--- src/rtl/uart_mp_rx_pkg.sv ---
package uart_mp_rx_pkg;
  localparam int SHIFT_W = 9;
  localparam int DATA_W  = 8;

  typedef enum logic [2:0] {
    ST_IDLE,
    ST_START,
    ST_BITS,
    ST_STOP,
    ST_DONE
  } rx_state_e;

  function automatic logic [3:0] frame_len(input logic mp, input logic par);
    if (mp)       return 4'd9;
    else if (par) return 4'd8;
    else          return 4'd7;
  endfunction
endpackage

--- src/rtl/uart_mp_rx_sync.sv ---
module uart_mp_rx_sync #(
  parameter int STAGES = 2
) (
  input  logic clk,
  input  logic rst_n,
  input  logic din,
  output logic dout
);
  logic [STAGES-1:0] chain_q;

  always_ff @(posedge clk or negedge rst_n) begin
    if (!rst_n) chain_q <= '1;
    else        chain_q <= {chain_q[STAGES-2:0], din};
  end

  assign dout = chain_q[STAGES-1];
endmodule

--- src/rtl/uart_mp_rx_frame.sv ---
module uart_mp_rx_frame
  import uart_mp_rx_pkg::*;
#(
  parameter int OVS = 16
) (
  input  logic              clk,
  input  logic              rst_n,
  input  logic              tick,
  input  logic              rx_en,
  input  logic              rxs,
  input  logic              mp_mode,
  input  logic              par_en,
  input  logic              par_odd,
  output logic              frm_end,
  output logic              frm_done,
  output logic [DATA_W-1:0] frm_data,
  output logic              frm_ad,
  output logic              frm_perr,
  output logic              frm_ferr,
  output rx_state_e         state_o
);
  localparam int CW   = $clog2(OVS);
  localparam int HALF = OVS / 2;

  rx_state_e          st_q, st_d;
  logic [CW-1:0]      os_q, os_d;
  logic [3:0]         bit_q, bit_d;
  logic [SHIFT_W-1:0] sh_q, sh_d;
  logic [3:0]         nbits;
  logic [SHIFT_W-1:0] aligned;
  logic               os_last;

  assign nbits   = frame_len(mp_mode, par_en);
  assign os_last = (os_q == CW'(OVS - 1));

  always_comb begin
    st_d    = st_q;
    os_d    = os_q;
    bit_d   = bit_q;
    sh_d    = sh_q;
    frm_end = 1'b0;
    if (!rx_en && st_q != ST_DONE) begin
      st_d  = ST_IDLE;
      os_d  = '0;
      bit_d = '0;
    end else begin
      case (st_q)
        ST_IDLE: if (tick && !rxs) begin
          st_d = ST_START;
          os_d = '0;
        end
        ST_START: if (tick) begin
          if (os_q == CW'(HALF - 1)) begin
            os_d  = '0;
            bit_d = '0;
            st_d  = rxs ? ST_IDLE : ST_BITS;
          end else begin
            os_d = os_q + 1'b1;
          end
        end
        ST_BITS: if (tick) begin
          if (os_last) begin
            os_d  = '0;
            sh_d  = {rxs, sh_q[SHIFT_W-1:1]};
            bit_d = bit_q + 4'd1;
            if (bit_q == nbits - 4'd1) st_d = ST_STOP;
          end else begin
            os_d = os_q + 1'b1;
          end
        end
        ST_STOP: if (tick) begin
          if (os_last) begin
            os_d    = '0;
            frm_end = 1'b1;
            st_d    = ST_DONE;
          end else begin
            os_d = os_q + 1'b1;
          end
        end
        ST_DONE: st_d = ST_IDLE;
        default: st_d = ST_IDLE;
      endcase
    end
  end

  always_ff @(posedge clk or negedge rst_n) begin
    if (!rst_n) begin
      st_q  <= ST_IDLE;
      os_q  <= '0;
      bit_q <= '0;
      sh_q  <= '0;
    end else begin
      st_q  <= st_d;
      os_q  <= os_d;
      bit_q <= bit_d;
      sh_q  <= sh_d;
    end
  end

  assign aligned  = sh_q >> (4'(SHIFT_W) - nbits);
  assign frm_data = mp_mode ? aligned[7:0] : {1'b0, aligned[6:0]};
  assign frm_ad   = mp_mode & aligned[8];
  assign frm_perr = !mp_mode && par_en && ((^aligned[7:0]) != par_odd);
  assign frm_ferr = !rxs;
  assign frm_done = (st_q == ST_DONE);
  assign state_o  = st_q;
endmodule

--- src/rtl/uart_mp_rx_flags.sv ---
module uart_mp_rx_flags
  import uart_mp_rx_pkg::*;
(
  input  logic              clk,
  input  logic              rst_n,
  input  logic              frm_end,
  input  logic              frm_done,
  input  logic [DATA_W-1:0] frm_data,
  input  logic              frm_ad,
  input  logic              frm_perr,
  input  logic              frm_ferr,
  input  logic              rd_strobe,
  input  logic              err_clr,
  output logic [DATA_W-1:0] data_o,
  output logic              ad_o,
  output logic              full_o,
  output logic              perr_o,
  output logic              ferr_o,
  output logic              oerr_o
);
  logic [DATA_W-1:0] data_q, data_d;
  logic ad_q, ad_d, full_q, full_d, pend_q, pend_d;
  logic perr_q, perr_d, ferr_q, ferr_d, oerr_q, oerr_d;

  always_comb begin
    data_d = data_q;
    ad_d   = ad_q;
    full_d = full_q;
    pend_d = pend_q;
    perr_d = perr_q;
    ferr_d = ferr_q;
    oerr_d = oerr_q;
    if (err_clr) begin
      perr_d = 1'b0;
      ferr_d = 1'b0;
      oerr_d = 1'b0;
    end
    if (frm_end) begin
      perr_d = perr_d | frm_perr;
      ferr_d = ferr_d | frm_ferr;
      if (full_q) begin
        oerr_d = 1'b1;
      end else begin
        data_d = frm_data;
        ad_d   = frm_ad;
        pend_d = 1'b1;
      end
    end
    if (rd_strobe) full_d = 1'b0;
    if (frm_done && pend_q) begin
      full_d = 1'b1;
      pend_d = 1'b0;
    end
  end

  always_ff @(posedge clk or negedge rst_n) begin
    if (!rst_n) begin
      data_q <= '0;
      ad_q   <= 1'b0;
      full_q <= 1'b0;
      pend_q <= 1'b0;
      perr_q <= 1'b0;
      ferr_q <= 1'b0;
      oerr_q <= 1'b0;
    end else begin
      data_q <= data_d;
      ad_q   <= ad_d;
      full_q <= full_d;
      pend_q <= pend_d;
      perr_q <= perr_d;
      ferr_q <= ferr_d;
      oerr_q <= oerr_d;
    end
  end

  assign data_o = data_q;
  assign ad_o   = ad_q;
  assign full_o = full_q;
  assign perr_o = perr_q;
  assign ferr_o = ferr_q;
  assign oerr_o = oerr_q;
endmodule

--- src/rtl/uart_mp_rx.sv ---
module uart_mp_rx
  import uart_mp_rx_pkg::*;
#(
  parameter int OVS        = 16,
  parameter int SYNC_DEPTH = 2
) (
  input  logic       clk,
  input  logic       rst_n,
  input  logic       os_tick,
  input  logic       rx_en,
  input  logic       rxd,
  input  logic       mp_mode,
  input  logic       par_en,
  input  logic       par_odd,
  input  logic       irq_en,
  input  logic       rd_strobe,
  input  logic       err_clr,
  output logic [7:0] rx_data,
  output logic       addr_flag,
  output logic       rx_full,
  output logic       perr,
  output logic       ferr,
  output logic       oerr,
  output logic       irq
);
  logic              rxs;
  logic              frm_end, frm_done, frm_ad, frm_perr, frm_ferr;
  logic [DATA_W-1:0] frm_data;
  rx_state_e         rx_state;

  uart_mp_rx_sync #(.STAGES(SYNC_DEPTH)) u_sync (
    .clk(clk), .rst_n(rst_n), .din(rxd), .dout(rxs)
  );

  uart_mp_rx_frame #(.OVS(OVS)) u_frame (
    .clk(clk), .rst_n(rst_n), .tick(os_tick), .rx_en(rx_en), .rxs(rxs),
    .mp_mode(mp_mode), .par_en(par_en), .par_odd(par_odd),
    .frm_end(frm_end), .frm_done(frm_done), .frm_data(frm_data),
    .frm_ad(frm_ad), .frm_perr(frm_perr), .frm_ferr(frm_ferr),
    .state_o(rx_state)
  );

  uart_mp_rx_flags u_flags (
    .clk(clk), .rst_n(rst_n), .frm_end(frm_end), .frm_done(frm_done),
    .frm_data(frm_data), .frm_ad(frm_ad), .frm_perr(frm_perr),
    .frm_ferr(frm_ferr), .rd_strobe(rd_strobe), .err_clr(err_clr),
    .data_o(rx_data), .ad_o(addr_flag), .full_o(rx_full),
    .perr_o(perr), .ferr_o(ferr), .oerr_o(oerr)
  );

  assign irq = irq_en & rx_full;
endmodule

--- config.mk ---
export PLATFORM = sky130hd
export DESIGN_NAME = uart_mp_rx
export DESIGN_NICKNAME = d
export VERILOG_FILES = /design/src/rtl/uart_mp_rx_pkg.sv /design/src/rtl/uart_mp_rx_sync.sv /design/src/rtl/uart_mp_rx_frame.sv /design/src/rtl/uart_mp_rx_flags.sv /design/src/rtl/uart_mp_rx.sv
export SDC_FILE = /design/constraint.sdc
export NUM_CORES = 1
export LEC_CHECK = 0
export BUFFER_PORTS_ARGS = -buffer_cell sky130_fd_sc_hd__buf_2
export CAP_MARGIN = 20
export CORE_ASPECT_RATIO = 1.25
export CORE_MARGIN = 3
export CORE_UTILIZATION = 30
export CTS_CLUSTER_SIZE = 16
export DETAILED_ROUTE_END_ITERATION = 6
export GPL_ROUTABILITY_DRIVEN = 0
export PLACE_DENSITY = 0.46
export SLEW_MARGIN = 10
export SYNTH_ARGS = -nofsm -noshare
export SYNTH_HDL_FRONTEND = slang
export SYNTH_SLANG_ARGS = --single-unit
--- constraint.sdc ---
create_clock -name clk -period 4.4 [get_ports clk]
set_input_delay 0.44 -clock clk [delete_from_list [all_inputs] [get_ports clk]]
set_output_delay 0.44 -clock clk [all_outputs]
set_load 0.02 [all_outputs]
Yosys cells after proc, flatten, opt, wreduce, memory -nomap -nowiden
Index checks and enable logic that the tools add are counted.
{"block": "op_classes", "addsub": 4, "n_eq_ne": 19, "n_shift": 1, "n_mux": 43, "bitwise": 6, "reduce_logical": 21}
{"op": "2-to-1 mux 4 bit", "n": 13}
{"op": "2-to-1 mux 3 bit", "n": 9}
{"op": "!= test 3 x 1 -> 1 bit, second input constant", "n": 6}
{"op": "2-to-1 mux 1 bit", "n": 16}
{"op": "one-hot mux 3 bit (4 select lines)", "n": 1}
{"op": "one-hot mux 4 bit (3 select lines)", "n": 1}
{"op": "!= test 3 x 2 -> 1 bit, second input constant", "n": 3}
{"op": "right shift 9 x 4 -> 9 bit", "n": 1}
{"op": "adder 4 x 1 -> 4 bit, second input constant", "n": 2}
{"op": "2-to-1 mux 8 bit", "n": 1}
{"op": "one-hot mux 4 bit (2 select lines)", "n": 1}
{"op": "AND reduction 4 bit", "n": 2}
{"op": "AND reduction 8 bit", "n": 1}
{"op": "parity 8 bit", "n": 1}
{"op": "equality test 3 x 2 -> 1 bit, second input constant", "n": 2}
{"op": "logical AND 1 bit", "n": 5}
{"op": "AND reduction 5 bit", "n": 1}
{"op": "equality test 4 x 3 -> 1 bit, second input constant", "n": 1}
{"op": "equality test 4 bit", "n": 1}
{"op": "equality test 4 bit, second input constant", "n": 1}
{"op": "AND reduction 2 bit", "n": 2}
{"op": "nonzero test 2 bit", "n": 2}
{"op": "nonzero test 4 bit", "n": 1}
{"op": "subtractor 4 x 1 -> 4 bit, second input constant", "n": 1}
{"op": "14 further kinds", "n": 19}
{"block": "word_totals", "register_bits": 36, "in_bits": 11, "output_inout_bits": 14, "word_cells": 106}

Logic depth before layout (Yosys ltp)
{"block": "depth", "ltp_word": 9, "depth_mapped": 8, "ltp_nobuf": 7}

By module
Synthesis repeated with hierarchy kept, for this count alone.
{"block": "unflattened", "hier_cells": 180, "area_unflattened_um2": 2016.9}
{"module": "uart_mp_rx_frame", "instances": 1, "cells_each": 138, "area_each_um2": 1373.8, "seq_area_each_um2": 500.5}
{"module": "uart_mp_rx_flags", "instances": 1, "cells_each": 39, "area_each_um2": 584.3, "seq_area_each_um2": 350.3}
{"module": "uart_mp_rx_sync", "instances": 1, "cells_each": 2, "area_each_um2": 52.6, "seq_area_each_um2": 52.6}
{"module": "uart_mp_rx", "instances": 1, "cells_each": 1, "area_each_um2": 6.3, "seq_area_each_um2": 0.0}

Worst setup path before layout
Ideal clock, no wire load.
{"block": "synth_timing", "path_kind": "flip-flop to flip-flop", "start": "register u_frame.os_q[0]", "end": "register u_frame.bit_q[2]", "setup_ps": 121, "arrival_time_ps": 1542, "required_ps": 4279, "slack_ps": 2737, "path_stages_with_launch": 8, "n_path_buf": 0, "period_less_slack_ps": 1663, "path_cell_list": "dfrtp_1 > ha_1 > nand4_2 > a32o_1 > nand2_2 > a21boi_4 > o21ai_2 > a22o_1"}
{"block": "synth_via", "elab_chain_len": 3, "elab_cells_between_ends": 5, "cone_classes": "4 x eq/ne; 1 x reduce/logical"}
{"item": "start: declaration", "line_no": "uart_mp_rx_frame.sv:26", "source": "logic [CW-1:0] os_q, os_d;"}
{"item": "start signal: assignment", "line_no": "uart_mp_rx_frame.sv:94", "source": "os_q <= os_d;"}
{"item": "equality test 4 bit / equality test 4 x 3 -> 1 bit (equally long branches)", "line_no": "uart_mp_rx_frame.sv:34, uart_mp_rx_frame.sv:53"}
{"item": "!= test 3 x 1 -> 1 bit (no source line)"}
{"item": "AND reduction 5 bit (no source line) *"}
{"item": "end signal: assignment", "line_no": "uart_mp_rx_frame.sv:95", "source": "bit_q <= bit_d;"}
{"item": "end: declaration", "line_no": "uart_mp_rx_frame.sv:27", "source": "logic [3:0] bit_q, bit_d;"}
Every way passes the cells marked *; elsewhere a longest branch is shown, timed or not.
A chain may end at the register's enable or synchronous reset.

Worst setup path after layout
Ends and elaborated chain as after synthesis.

==> impl_metrics.tcl <==
set metrics [dict create \
    outcome "finished, final reports clean" \
    clkSlewWorstSetupHoldPaths_ns 0.07 \
    finalNonFillerCells 307 \
    clock_sinks 36 \
    vias 1453 \
    port_buffers 24 \
    die_h_um 97.2 \
    power_per_cell_area_nw_per_um2 359 \
    drt_iter0_markers 45 \
    synth_area_leaders "dfrtp_1, mux2_2, nand2_1" \
    synth_xor_area_share_pct 4.83 \
    total_power_mw 0.811 \
    vias_per_cell 4.73 \
    setup_tns_ns 0 \
    yosys_warnings 0 \
    cp_max_fo 5 \
    crit_end "u_frame.bit_q[2]" \
    synth_edf_count 0 \
    diodes 0 \
    fin_nets 234 \
    rr_endpoint "u_frame.bit_q[2]" \
    hpwl_um 3040 \
    synth_ff_type "dfrtp_1" \
    required_ns 4.56 \
    worst_pin_slew_ns 0.802 \
    ys_ff_latch 36 \
    cp_num_cells 7 \
    wl_per_cell_um 13.4 \
    layout_commonest_cell "dfrtp_1" \
    hold_viol 0 \
    synth_compound_area_share_pct 15.1 \
    critPathKind "reg -> reg" \
    cp.arrival_ns 2.08 \
    ant_nets 0 \
    final_util_pct 35.7 \
    setup_violations 0 \
    antenna_found_initial 0 \
    synth-adder-area-share_pct 1.25 \
    netlist.area_leader.share_pct 42.7 \
    slew_headroom_pct 46.5 \
    clk_root_buffer_cell "clkbuf_8" \
    placementRows 32 \
    cts_buffer_depth 2 \
    syn_area_per_cell_um2 10.1 \
    synth_top_family_by_area "simple AND/OR/NAND/NOR gates" \
    p_leak_nw 1.06 \
    grt_pass1_vias 1539 \
    dieArea_um2 7670 \
    grt_overflow 0 \
    slowest_delay_ns 0.39 \
    final_max_slew_viol_count 0 \
    cp-end-kind "flip-flop" \
    post_cts_buffers 0 \
    syn-num-nets 211 \
    synth_cells 198 \
    grt.total_usage_pct 12.0 \
    cts_tree "yes" \
    dpl.cell_count 299 \
    detail_route.first_pass.iterations 4 \
    crit_start "u_frame.os_q[0]" \
    ctsHoldBuffers 0 \
    cpMaxStageDelayCell "dfrtp_1" \
    cp_cell_sequence "ha_1, nand4_2, a32o_1, nand2_2, a21boi_4, o21ai_2, a22o_1" \
    path_delay_family "compound AO/OA/AOI/OAI gates" \
    ctsResizeCount 0 \
    htreeDepth 2 \
    final_cell_mix "dfrtp_1, nand2_1, buf_2, o21ai_0, nor2_1" \
    timing.final.crit_share_pct 43.5 \
    initial_core_util_pct 31.5 \
    drc 0 \
    core_area_um2 6330 \
    muxShareOfSynthArea_pct 11.3 \
    timing.fmax_ghz 0.522 \
    grt_max_degree 37 \
    routed_wl_um 4110 \
    ys_seq_area_share_pct 45.3 \
    timing.max_cap.violations 0 \
    crit_buf_inv 0 \
    synth-async-reset-ratio_pct 100 \
    hold_ws_ns 0.248 \
    r2r_cells 7 \
    rsz0062_at_grt "false" \
    fin_skew_ns 0.00527 \
    top_level_ports 25 \
    hold_path_class "in -> async" \
    synth-simple-area-share_pct 17.3 \
    start_kind "flip-flop" \
    r2r_slack_ns 2.49 \
    yosys.area.top_type "dfrtp_1" \
    synthDistinctLibCells 47 \
    clock_latency_ns 0.28 \
    grt_first_pass_wirelength_um 7480 \
    numCtsBuffers 5 \
    period_needed_ns 1.91 \
    syn_area_um2 1990 \
    die_w_um 78.9 \
    vdd_drop_max_uv 145 \
    syn_to_final_growth_pct 13.1 \
    drive_gt1_share_pct 25.2 \
    worstReg2RegStart "u_frame.os_q[0]" \
]
[power by group]
part | switching, mW | internal, mW
registers | 0.0425 | 0.348
logic | 0.0877 | 0.0763
clock network | 0.114 | 0.143
[routing by layer]
layer | track usage [%] | share of wire, % | wire length, µm
met5 | 0 | 0 | 0
met4 | 3.17 | 0.58 | 24
met3 | 2.60 | 2.7 | 109
met2 | 21.0 | 51 | 2110
met1 | 14.8 | 45 | 1870
[kinds of logic (layout without fill, tap and decap cells)]
| logic type | after synthesis | in the layout |
|---|---|---|
| flops | 36 | 36 |
| fa+ha+maj | 2 | 2 |
| simple gates | 66 | 66 |
| buf+inv | 17 | 41 |
| mux | 21 | 21 |
| compound gates | 45 | 45 |
| xor+xnor | 11 | 11 |
[worst min-delay path by stage]
stage / from / to / cells after the start
floorplan: rst_n / u_flags.ad_o / 0
global placement: u_sync.chain_q[0] / u_sync.chain_q[1] / 0
detailed placement: u_sync.chain_q[0] / u_sync.chain_q[1] / 0
CTS: rxd / u_sync.chain_q[0] / 1
global route: rxd / u_sync.chain_q[0] / 1
finish: rst_n / u_frame.sh_q[1] / 1
[synth_stat cells (all sizes together), types with 2 or more instances]
| master | instances |
|---|---|
| mux2 | 12 |
| xnor2 | 6 |
| a21o | 2 |
| dfrtp | 34 |
| nand3b | 4 |
| nand3 | 7 |
| a21boi | 2 |
| dfstp | 2 |
| o21ai | 24 |
| nand2b | 2 |
| nand2 | 27 |
| a21oi | 7 |
| xor2 | 5 |
| nor3b | 2 |
| nor2 | 13 |
| buf | 7 |
| mux2i | 9 |
| nor3 | 3 |
| inv | 9 |
| ha | 2 |
| o31ai | 2 |
| nor2b | 2 |
[registers in the layout, summed over array words and instances (netlist names)]
signal and count:
u_flags.oerr_o 1, u_frame.os_q 4, u_flags.pend_q 1, u_flags.perr_o 1
u_sync.chain_q 2, u_flags.ferr_o 1, u_frame.bit_q 4, u_flags.data_o 8
u_flags.full_o 1, u_flags.ad_o 1, u_frame.sh_q 9, u_frame.state_o 3
[cell type report]
type | instances | area (µm²)
Sequential cell | 36 | 903
Inverter | 9 | 33.8
Clock buffer | 8 | 100
Multi-Input combinational cell | 145 | 992
Tap cell | 85 | 106
Fill cell | 693 | 4070
Timing Repair Buffer | 24 | 120
[through the flow]
stage               cell area, µm²  worst slack, ns
floorplan                     1990             2.74
global placement              2160             2.40
detailed placement            2160             2.41
CTS                           2260             2.44
global route                  2260             2.30
finish                        2260             2.49
Note: power is estimated with default switching activity, not from simulation.
